**src/rtl/mcs_pkg.sv**
```systemverilog
package mcs_pkg;
  typedef enum logic [2:0] {
    ST_IDLE,
    ST_LOAD,
    ST_LAUNCH,
    ST_WAIT,
    ST_DONE
  } ctrl_st_e;

  typedef enum logic [1:0] {
    CS_IDLE,
    CS_CALC,
    CS_TAIL
  } core_st_e;
endpackage

```
**src/rtl/mcs_stage_bank.sv**
```systemverilog
module mcs_stage_bank #(
  parameter int TILE   = 4,
  parameter int DATA_W = 8,
  localparam int ELEMS = TILE * TILE,
  localparam int IDX_W = $clog2(ELEMS)
) (
  input  logic              clk,
  input  logic              we,
  input  logic              sel_b,
  input  logic [IDX_W-1:0]  wr_idx,
  input  logic [DATA_W-1:0] wr_data,
  input  logic [IDX_W-1:0]  rd_idx,
  output logic [DATA_W-1:0] a_q,
  output logic [DATA_W-1:0] b_q
);
  logic [DATA_W-1:0] a_mem [ELEMS];
  logic [DATA_W-1:0] b_mem [ELEMS];

  always_ff @(posedge clk) begin
    if (we && !sel_b) a_mem[wr_idx] <= wr_data;
    if (we && sel_b)  b_mem[wr_idx] <= wr_data;
  end

  assign a_q = a_mem[rd_idx];
  assign b_q = b_mem[rd_idx];
endmodule

```
**src/rtl/mcs_core_stub.sv**
```systemverilog
module mcs_core_stub
  import mcs_pkg::*;
#(
  parameter int TILE     = 4,
  parameter int DATA_W   = 8,
  parameter int ACC_W    = 32,
  parameter int TAIL_CYC = 0,
  localparam int ELEMS = TILE * TILE,
  localparam int IDX_W = $clog2(ELEMS),
  localparam int TW    = (TAIL_CYC > 0) ? $clog2(TAIL_CYC + 1) : 1
) (
  input  logic              clk,
  input  logic              rst_n,
  input  logic              ld_en,
  input  logic [IDX_W-1:0]  ld_idx,
  input  logic [DATA_W-1:0] ld_a,
  input  logic [DATA_W-1:0] ld_b,
  input  logic              launch,
  output logic              act,
  output logic              fin,
  input  logic [IDX_W-1:0]  rd_idx,
  output logic [ACC_W-1:0]  rd_q
);
  logic [DATA_W-1:0] a_mem [ELEMS];
  logic [DATA_W-1:0] b_mem [ELEMS];
  logic [ACC_W-1:0]  c_mem [ELEMS];

  core_st_e         st_q, st_d;
  logic [IDX_W-1:0] cnt_q, cnt_d;
  logic [TW-1:0]    tail_q, tail_d;
  logic             fin_d;
  logic [ACC_W-1:0] dot;

  always_ff @(posedge clk) begin
    if (ld_en) begin
      a_mem[ld_idx] <= ld_a;
      b_mem[ld_idx] <= ld_b;
    end
    if (st_q == CS_CALC) c_mem[cnt_q] <= dot;
  end

  // one output element per cycle, row-major
  always_comb begin
    int r, c;
    r   = int'(cnt_q) / TILE;
    c   = int'(cnt_q) % TILE;
    dot = '0;
    for (int k = 0; k < TILE; k++)
      dot = dot + ACC_W'(a_mem[IDX_W'(r * TILE + k)]) * ACC_W'(b_mem[IDX_W'(k * TILE + c)]);
  end

  always_comb begin
    st_d   = st_q;
    cnt_d  = cnt_q;
    tail_d = tail_q;
    fin_d  = 1'b0;
    case (st_q)
      CS_IDLE: if (launch) begin
        st_d  = CS_CALC;
        cnt_d = '0;
      end
      CS_CALC: begin
        cnt_d = cnt_q + 1'b1;
        if (cnt_q == IDX_W'(ELEMS - 1)) begin
          st_d   = CS_TAIL;
          tail_d = TW'(TAIL_CYC);
        end
      end
      CS_TAIL: begin
        if (tail_q == '0) begin
          fin_d = 1'b1;
          st_d  = CS_IDLE;
        end else begin
          tail_d = tail_q - 1'b1;
        end
      end
      default: st_d = CS_IDLE;
    endcase
  end

  always_ff @(posedge clk or negedge rst_n) begin
    if (!rst_n) begin
      st_q   <= CS_IDLE;
      cnt_q  <= '0;
      tail_q <= '0;
      fin    <= 1'b0;
    end else begin
      st_q   <= st_d;
      cnt_q  <= cnt_d;
      tail_q <= tail_d;
      fin    <= fin_d;
    end
  end

  assign act  = (st_q != CS_IDLE);
  assign rd_q = c_mem[rd_idx];

  // scratchpads are never reloaded under a running computation
  a_r6_no_load_while_active: assert property (@(posedge clk) disable iff (!rst_n)
    ld_en |-> (st_q == CS_IDLE));
endmodule

```
**src/rtl/mcs_ctrl.sv**
```systemverilog
module mcs_ctrl
  import mcs_pkg::*;
#(
  parameter int N_CORES  = 2,
  parameter int TILE     = 4,
  parameter int DATA_W   = 8,
  parameter int ACC_W    = 32,
  parameter int LAT_STEP = 20,
  localparam int CORE_W = (N_CORES > 1) ? $clog2(N_CORES) : 1,
  localparam int POS_W  = (TILE > 1) ? $clog2(TILE) : 1,
  localparam int ELEMS  = TILE * TILE,
  localparam int IDX_W  = $clog2(ELEMS)
) (
  input  logic              clk,
  input  logic              rst_n,
  input  logic              wr_en,
  input  logic              wr_bank,
  input  logic [CORE_W-1:0] wr_core,
  input  logic [POS_W-1:0]  wr_row,
  input  logic [POS_W-1:0]  wr_col,
  input  logic [DATA_W-1:0] wr_data,
  input  logic              start,
  output logic              busy,
  output logic              done,
  input  logic              rd_en,
  input  logic [CORE_W-1:0] rd_core,
  input  logic [POS_W-1:0]  rd_row,
  input  logic [POS_W-1:0]  rd_col,
  output logic [ACC_W-1:0]  rd_data
);
  // reset asserts at once, releases two edges later
  logic [1:0] rst_sync;
  logic       rst_q_n;
  always_ff @(posedge clk or negedge rst_n) begin
    if (!rst_n) rst_sync <= 2'b00;
    else        rst_sync <= {rst_sync[0], 1'b1};
  end
  assign rst_q_n = rst_sync[1];

  ctrl_st_e         st_q, st_d;
  logic [IDX_W-1:0] wk_q;
  logic [N_CORES-1:0] core_act, core_fin, seen_q;
  logic [ACC_W-1:0] core_q [N_CORES];
  logic             accept, launch, all_fin, stage_we;
  logic [IDX_W-1:0] wr_idx, rd_idx;

  assign busy     = (st_q == ST_LOAD) || (st_q == ST_LAUNCH) || (st_q == ST_WAIT);
  assign done     = (st_q == ST_DONE);
  assign accept   = start && !busy;
  assign launch   = (st_q == ST_LAUNCH);
  assign all_fin  = &(seen_q | core_fin);
  assign stage_we = wr_en && !busy;
  assign wr_idx   = IDX_W'(int'(wr_row) * TILE + int'(wr_col));
  assign rd_idx   = IDX_W'(int'(rd_row) * TILE + int'(rd_col));

  for (genvar g = 0; g < N_CORES; g++) begin : g_core
    logic [DATA_W-1:0] sa, sb;

    mcs_stage_bank #(.TILE(TILE), .DATA_W(DATA_W)) u_stage (
      .clk     (clk),
      .we      (stage_we && (wr_core == CORE_W'(g))),
      .sel_b   (wr_bank),
      .wr_idx  (wr_idx),
      .wr_data (wr_data),
      .rd_idx  (wk_q),
      .a_q     (sa),
      .b_q     (sb)
    );

    mcs_core_stub #(
      .TILE(TILE), .DATA_W(DATA_W), .ACC_W(ACC_W), .TAIL_CYC(g * LAT_STEP)
    ) u_core (
      .clk    (clk),
      .rst_n  (rst_q_n),
      .ld_en  (st_q == ST_LOAD),
      .ld_idx (wk_q),
      .ld_a   (sa),
      .ld_b   (sb),
      .launch (launch),
      .act    (core_act[g]),
      .fin    (core_fin[g]),
      .rd_idx (rd_idx),
      .rd_q   (core_q[g])
    );

    // sticky completion: cleared by launch, set by the core's pulse
    always_ff @(posedge clk or negedge rst_q_n) begin
      if (!rst_q_n)         seen_q[g] <= 1'b0;
      else if (launch)      seen_q[g] <= 1'b0;
      else if (core_fin[g]) seen_q[g] <= 1'b1;
    end
  end

  always_comb begin
    st_d = st_q;
    case (st_q)
      ST_IDLE, ST_DONE: if (start) st_d = ST_LOAD;
      ST_LOAD:   if (wk_q == IDX_W'(ELEMS - 1)) st_d = ST_LAUNCH;
      ST_LAUNCH: st_d = ST_WAIT;
      ST_WAIT:   if (all_fin) st_d = ST_DONE;
      default:   st_d = ST_IDLE;
    endcase
  end

  always_ff @(posedge clk or negedge rst_q_n) begin
    if (!rst_q_n) begin
      st_q    <= ST_IDLE;
      wk_q    <= '0;
      rd_data <= '0;
    end else begin
      st_q <= st_d;
      if (accept)                wk_q <= '0;
      else if (st_q == ST_LOAD)  wk_q <= wk_q + 1'b1;
      if (rd_en && done)         rd_data <= core_q[rd_core];
    end
  end


  a_r4_busy_done_excl: assert property (@(posedge clk) disable iff (!rst_q_n)
    !(busy && done));
  a_r4_busy_until_done: assert property (@(posedge clk) disable iff (!rst_q_n)
    busy |=> (busy || done));
  // a start mid-load does not rewind the element walk
  a_r5_start_ignored: assert property (@(posedge clk) disable iff (!rst_q_n)
    (st_q == ST_LOAD && start) |=> (wk_q == $past(wk_q) + 1'b1));

  a_r6_load_before_compute: assert property (@(posedge clk) disable iff (!rst_q_n)
    (st_q == ST_LOAD) |-> (core_act == '0));

  a_r7_common_launch: assert property (@(posedge clk) disable iff (!rst_q_n)
    (st_q == ST_WAIT && $past(st_q) == ST_LAUNCH) |-> (&core_act));

  a_r8_barrier: assert property (@(posedge clk) disable iff (!rst_q_n)
    $rose(done) |-> (&$past(seen_q | core_fin)));
  a_r8_done_sticky: assert property (@(posedge clk) disable iff (!rst_q_n)
    (done && !start) |=> done);

  a_r9_rd_hold: assert property (@(posedge clk) disable iff (!rst_q_n)
    (!(rd_en && done)) |=> $stable(rd_data));
endmodule

```
**config.mk**
```make
export PLATFORM = sky130hd
export DESIGN_NAME = mcs_ctrl
export DESIGN_NICKNAME = d
export VERILOG_FILES = /design/src/rtl/mcs_pkg.sv /design/src/rtl/mcs_stage_bank.sv /design/src/rtl/mcs_core_stub.sv /design/src/rtl/mcs_ctrl.sv
export SDC_FILE = /design/constraint.sdc
export NUM_CORES = 2
export LEC_CHECK = 0
export ABC_CLOCK_PERIOD_IN_PS = 2090
export BUFFER_PORTS_ARGS = -buffer_cell sky130_fd_sc_hd__buf_4
export CORE_ASPECT_RATIO = 0.6
export CORE_MARGIN = 4
export CORE_UTILIZATION = 33
export DETAILED_ROUTE_END_ITERATION = 10
export PLACE_DENSITY = 0.56
export RECOVER_POWER = 50
export SKIP_LAST_GASP = 1
export SYNTH_ARGS = -nofsm -noshare
export SYNTH_HDL_FRONTEND = slang
export SYNTH_SLANG_ARGS = --single-unit
```
**constraint.sdc**
```tcl
create_clock -name clk -period 2.09 [get_ports clk]
set_input_delay 0.209 -clock clk [delete_from_list [all_inputs] [get_ports clk]]
set_output_delay 0.209 -clock clk [all_outputs]
set_load 0.01 [all_outputs]
```
# Yosys cells after proc, flatten, opt, wreduce, memory -nomap -nowiden

Memory sizes are Yosys's and may differ from the RTL's.
Cells that the tools add are included.

Word-level logic and storage cells: 162
Memories kept: 10
Bits in latches: 0
Register bits: 63
Bits in writable memories: 2048
Output and inout bits: 34
Bits in read-only memories: 0

Eq/ne operators: 21
Shifts and indexed selects: 0
Muxes and demuxes: 47
Multiply operators: 8
Divide/modulo/power cells: 0
Add/sub/neg operators: 25
$lt $le $gt $ge: 1
Reduce and logical (&&, ||, !) cells: 33
Bitwise logic cells: 3

Memories:

| name                    | words | width | rd ports | clocked after Yosys merged registers in | write ports | RTL line             | text |
|---|---|---|---|---|---|---|---|
| g_core[0].u_core.c_mem  | 16    | 32    | 1        | 0                                       | 1           | mcs_core_stub.sv:26  | `logic [ACC_W-1:0] c_mem [ELEMS];` |
| g_core[1].u_core.c_mem  | 16    | 32    | 1        | 0                                       | 1           | mcs_core_stub.sv:26  |  |
| g_core[0].u_core.a_mem  | 16    | 8     | 4        | 0                                       | 1           | mcs_core_stub.sv:24  | `logic [DATA_W-1:0] a_mem [ELEMS];` |
| g_core[0].u_core.b_mem  | 16    | 8     | 4        | 0                                       | 1           | mcs_core_stub.sv:25  | `logic [DATA_W-1:0] b_mem [ELEMS];` |
| g_core[0].u_stage.a_mem | 16    | 8     | 1        | 0                                       | 1           | mcs_stage_bank.sv:16 | `logic [DATA_W-1:0] a_mem [ELEMS];` |
| g_core[0].u_stage.b_mem | 16    | 8     | 1        | 0                                       | 1           | mcs_stage_bank.sv:17 | `logic [DATA_W-1:0] b_mem [ELEMS];` |
| 4 more memories         | -     | -     | -        | -                                       | -           | -                    |  |

Operators by type and width:

| operator                                                      | count |
|---|---|
| 32-bit by 16-bit adder with 32-bit output                     | 4 |
| 8-bit by 8-bit multiplier with 16-bit output                  | 8 |
| 32-bit 2-to-1 mux                                             | 3 |
| 16-bit by 16-bit adder with 17-bit output                     | 2 |
| 1-bit 2-to-1 mux                                              | 24 |
| 4-bit by 1-bit adder with 4-bit output, second input constant | 5 |
| 4-bit by 2-bit adder with 4-bit output, first input constant  | 4 |
| 4-bit by 2-bit adder with 4-bit output, second input constant | 4 |
| 2-bit != test, second input constant                          | 8 |
| 4-bit one-hot mux with 2 select lines                         | 2 |
| 2-bit nonzero test                                            | 7 |
| 4-bit equality test, second input constant                    | 3 |
| 4-bit 2-to-1 mux                                              | 3 |
| 2-bit one-hot mux with 3 select lines                         | 2 |
| 3-bit one-hot mux with 4 select lines                         | 1 |
| 3-bit AND reduction                                           | 4 |
| 2-bit 2-to-1 mux                                              | 5 |
| 5-bit 2-to-1 mux                                              | 2 |
| 5-bit one-hot mux with 2 select lines                         | 1 |
| 1-bit logical AND                                             | 9 |
| 3-bit 2-to-1 mux                                              | 3 |
| 3-bit by 2-bit adder with 4-bit output, first input constant  | 2 |
| 4-bit by 2-bit adder with 4-bit output                        | 2 |
| 2-bit AND reduction                                           | 4 |
| 19 further kinds                                              | 26 |

# Logic depth before layout (Yosys ltp)

Depth in word-level cells: 9
Mapped depth: 37
Mapped depth without buffers: 34

# Cells and area by module

A second synthesis with hierarchy kept.

Cells, all modules: 4929
Area, all modules: 83166.0 um^2

Modules (own cells, without submodules):

| module                           | times used | area each (um^2) | cells each |
|---|---|---|---|
| mcs_core_stub (g_core[1].u_core) | 1          | 30872.1          | 1935 |
| mcs_core_stub (g_core[0].u_core) | 1          | 30660.7          | 1920 |
| mcs_stage_bank                   | 2          | 9839.4           | 444 |
| mcs_ctrl                         | 1          | 1954.4           | 186 |

# Least setup slack after synthesis

Ideal clock, no wire load.

Kind: flip-flop to flip-flop
Start: reg g_core[0].u_core.cnt_q[0]
End: mem g_core[0].u_core.c_mem[0][13] (data pin)
Path slack: -7.922 ns
Arrival time: 9.593 ns
Stages on the path, launching flop included: 32
Buffers on the path: 2
Setup time: 0.419 ns
Path through: dfrtp_1 > buf_2 > buf_2 > mux4_2 > and2_1 > fa_1 > inv_1 > fa_1 > inv_1 > fa_1 > fa_1 > fa_1 > inv_1 > fa_1 > inv_1 > ha_1 > or2_2 > o21ba_1 > o21a_1 > nor2_1 > xnor2_1 > ha_1 > fa_1 > inv_1 > fa_1 > fa_1 > inv_1 > ha_1 > nand2_1 > o21ai_0 > o21ai_0 > o311ai_0

Word-level cells in the longest chain between the ends: 6
Elaborated cells on any way between the ends: 11
Classes of those cells: 6 x add/sub; 4 x mul; 1 x memory

RTL lines:

| element                                       | RTL line            | text |
|---|---|---|
| start: declaration                            | mcs_core_stub.sv:29 | `logic [IDX_W-1:0] cnt_q, cnt_d;` |
| start signal: assignment                      | mcs_core_stub.sv:89 | `cnt_q <= cnt_d;` |
| 3-bit by 2-bit adder with 4-bit output        | mcs_core_stub.sv:49 | `dot = dot + ACC_W'(a_mem[IDX_W'(r * TILE + k)]) * ACC_W'(b_mem[IDX_W'(k * TILE + c)]);` |
| memory read 16 x 8 bit (*)                    | -                   |  |
| 8-bit by 8-bit multiplier with 16-bit output  | mcs_core_stub.sv:49 |  |
| 16-bit by 16-bit adder with 17-bit output     | mcs_core_stub.sv:49 |  |
| 32-bit by 16-bit adder with 32-bit output     | mcs_core_stub.sv:49 |  |
| 32-bit by 16-bit adder with 32-bit output (*) | mcs_core_stub.sv:49 |  |
| net g_core[0].u_core.dot[13]                  | mcs_core_stub.sv:32 | `logic [ACC_W-1:0] dot;` |
| end: declaration                              | mcs_core_stub.sv:26 |  |

The timed path passes the listed nets; every way through them passes the cells marked *.

# Worst setup path in the final report

Start: reg g_core[0].u_core.cnt_q[2]
End: mem g_core[0].u_core.c_mem[5][17] (data pin)

Word-level cells in the longest chain between the ends: 6
Elaborated cells on any way between the ends: 11
Classes of those cells: 6 x add/sub; 4 x mul; 1 x memory

RTL lines:

| element                                       | RTL line |
|---|---|
| 4-bit by 1-bit adder with 4-bit output        | mcs_core_stub.sv:49 |
| memory read 16 x 8 bit (*)                    | - |
| 8-bit by 8-bit multiplier with 16-bit output  | mcs_core_stub.sv:49 |
| 16-bit by 16-bit adder with 17-bit output     | mcs_core_stub.sv:49 |
| 32-bit by 16-bit adder with 32-bit output     | mcs_core_stub.sv:49 |
| 32-bit by 16-bit adder with 32-bit output (*) | mcs_core_stub.sv:49 |
| net g_core[0].u_core.dot[17]                  | mcs_core_stub.sv:32 |

Marked as above.

==> flow_summary.toml <==
[status]
status = "complete, but fails checks"
violations = "capacitance limit, slew limit, setup timing"

[sta]
slew_violations = 194
hold_violations = 0
clock_skew_ps = 74.8
rsz0062_at_grt = "true"
relSlewSlack_pct = -5.63
setup-tns-final_ps = -4228930
max_freq_mhz = 108
worst_slack_ps = -7210
fin_crit_sh_pct = 445
finalSetupViolCount = 1948
fin_crit_ps = 9300
worst_pin_slew_ps = 1580

[setup_path]
slowest_stage = "mux4_2"
critPathLaunchType = "flop"
arrival_ps = 9930
cpMostUsedCell = "fa_1"
slowest_delay_ps = 580
crit_family = "adder cells"
end_kind = "flop"
path_buf_inv = 8
cp.required_ps = 2720
crit_type = "flop to flop"
crit_fanout = 8

[synthesis]
yosysTopAreaCell = "edfxtp_1"
synth_edf_count = 1632
ys_ff_latch = 1681
async_reset_ff_share_pct = 2.91
netlist_top_cells_area = "edfxtp_1 60%, mux4_2 12%, fa_1 10%, ha_1 4.4%, inv_1 2.6%"
synth_area_um2 = 82300
yosysSeqAreaShare_pct = 61.1
avgSynthCellArea_um2 = 17.2
syn-instance-count = 4788
ys_types = 70
yosysTopAreaCellShare_pct = 59.6
synth_ff_type = "edfxtp_1"
yosysWarnings = 0

[clocking]
cts_buffers = 172
clockRootBuffer = "clkbuf_16"
clk_latency_ps = 840
clkSlewWorstSetupHoldPaths_ps = 60
cts_tree = "yes"
cts_sinks = 1681
cts_buffer_depth = 4
cts_max_level = 4

[floorplan]
die_w_um = 653
die-area_um2 = 258000
ioPinCount = 58
core_um2 = 247000
rows = 141
start_util_pct = 33.3
chipHeight_um = 395

[run]
maxCapViolCount = 3

[hold_path]
hp-class = "input pin to flop"

[grt]
grt_pass1_wl_um = 314000
antenna_found_initial = 10
grt_max_degree = 65
grt_pass1_vias = 46800
grtUsageTotal_pct = 16.4
grt-ovfl-total = 0

[detailed_routing]
routed_wl_um = 209000
firstDrtPassIters = 6
num_vias = 44500
drtIter0Drc = 4383
vias_per_cell = 4.92
antenna_left = 0
routedWlPerCell_um = 23.1
route.detailed.drc = 0

[placed_design]
place_ws_ps = -7350
gp_routability_congestion = 0.853
dp_hpwl_um = 148000
io_buffer_count = 44

[cells_and_area]
area_growth_pct = 21.8
drive_above_1_share_pct = 28.8
nNetsFinal = 6351
[through the flow]
step                      util, %  cell area, um2  instances  hold WS (ps)
after floorplan                 -           83000       4800         -86.6
after global placement       38.0           93800       8669         -6.01
after detailed placement     38.0           93800       8669         -7.29
after CTS                    40.5          100000       9019           105
after global routing         40.6          100000       9037           180
final                        40.6          100000       9038           185
[cells in the final DEF (no fill, tap or decap), types with 27 or more instances in the layout]
master     Yosys  routed
a21oi_1       45      29
a22oi_1       39      39
and2_1       331     307
buf_12         0     159
buf_4         22     550
clkbuf_1      70      67
clkbuf_16      0     175
clkinv_1       0      29
clkinv_2       0      28
dfrtp_1       49      38
edfxtp_1    1632    1632
fa_1         420     412
ha_1         291     256
ha_4           0      32
inv_1        566     554
mux2i_1       78      78
mux4_2       440     440
nand2_1      306     297
nor2_1       129      99
nor2_2         0      27
o21ai_0       23      28
[state kept, by name (all words and copies together), names as in the netlist]
signal / flops
g_core.u_core.a_mem: 256
g_core.u_stage.a_mem: 256
g_core.u_core.st_q: 4
g_core.u_stage.b_mem: 256
g_core.u_core.c_mem: 608
rd_data: 19
seen_q: 2
st_q: 3
g_core.u_core.cnt_q: 8
g_core.u_core.tail_q: 5
g_core.u_core.fin: 2
wk_q: 4
g_core.u_core.b_mem: 256
rst_sync: 2
[metal layers]
metal / global-route usage [%] / share of wire [%] / vias to the layer above
met5: 0 / 0 / -
met2: 22.6 / 41 / 1392
met3: 3.52 / 7.9 / 190
met1: 26.4 / 50 / 23600
met4: 2.54 / 1.3 / 0
li1: - / - / 19300
[worst paths after layout]
check	start	endpoint	slack, ps	cells after the start
max in group asynchronous	rst_sync[1]	g_core[1].u_core.cnt_q[3]	480	1
setup / recovery	g_core[0].u_core.cnt_q[2]	g_core[0].u_core.c_mem[5][17]	-7210	32
hold / removal	wr_en	g_core[1].u_stage.a_mem[2][1]	180	5
min in group asynchronous	rst_n	rst_sync[0]	300	3
setup reg to reg	g_core[0].u_core.cnt_q[2]	g_core[0].u_core.c_mem[5][17]	-7210	32
hold reg to reg	rst_sync[0]	rst_sync[1]	360	0
[Yosys cell counts (5+ instances only)]
library cell / n
edfxtp_1: 1632
inv_1: 566
mux4_2: 440
fa_1: 420
and2_1: 331
nand2_1: 306
ha_1: 291
nor2_1: 129
mux2i_1: 78
clkbuf_1: 70
dfrtp_1: 49
a21oi_1: 45
buf_2: 45
a22oi_1: 39
xnor2_1: 32
o21ai_1: 29
nand3_1: 23
o21ai_0: 23
a21o_1: 22
buf_4: 22
nor2b_1: 20
xor2_1: 18
nor3_1: 16
nand2b_1: 12
buf_6: 10
o21a_1: 10
buf_1: 9
nand4_1: 9
and3_1: 8
a22o_1: 7
o22ai_1: 6
o21bai_1: 5
[cells by family after synthesis]
logic type	synth area share, %
other	0.00913
XOR/XNOR	0.532
AO/OA/AOI/OAI	1.88
adder cells (fa/ha/maj)	14.6
flip-flops	61.1
AND/OR/NAND/NOR	5.27
buffers and inverters	3.56
multiplexers	13.0
[worst register-to-register path: cells and delay by family (launching register included)]
kind	cells	cell delay (ps)
DFF	1	380
buffers and inverters	8	650
muxes	1	580
and+or+nand+nor	4	1000
AOI/OAI and AO/OA	8	2030
adders and majority gates	11	4500
[what timing repair did]
action	4_1_cts	5_1_grt
cloned	4	1
pin swaps	45	41
setup endpoints to repair	1465	1797
gates resized for setup	61	58
hold buffers	12	0
setup buffers	29	17
hold endpoints to repair	472	0
[area by class of cell]
| class | instances | area [um2] |
|---|---|---|
| well taps | 3289 | 4120 |
| clock inverters | 85 | 781 |
| flip-flops and latches | 1681 | 50300 |
| clock buffers | 220 | 4570 |
| fillers | 22300 | 147000 |
| diodes | 2 | 5.00 |
| multi-input cells | 2399 | 30400 |
| inverters | 567 | 2130 |
| repair buffers | 795 | 7920 |
Power is not shown: default switching activity piles up to over one toggle a cycle in this logic, so the estimate is an artifact.
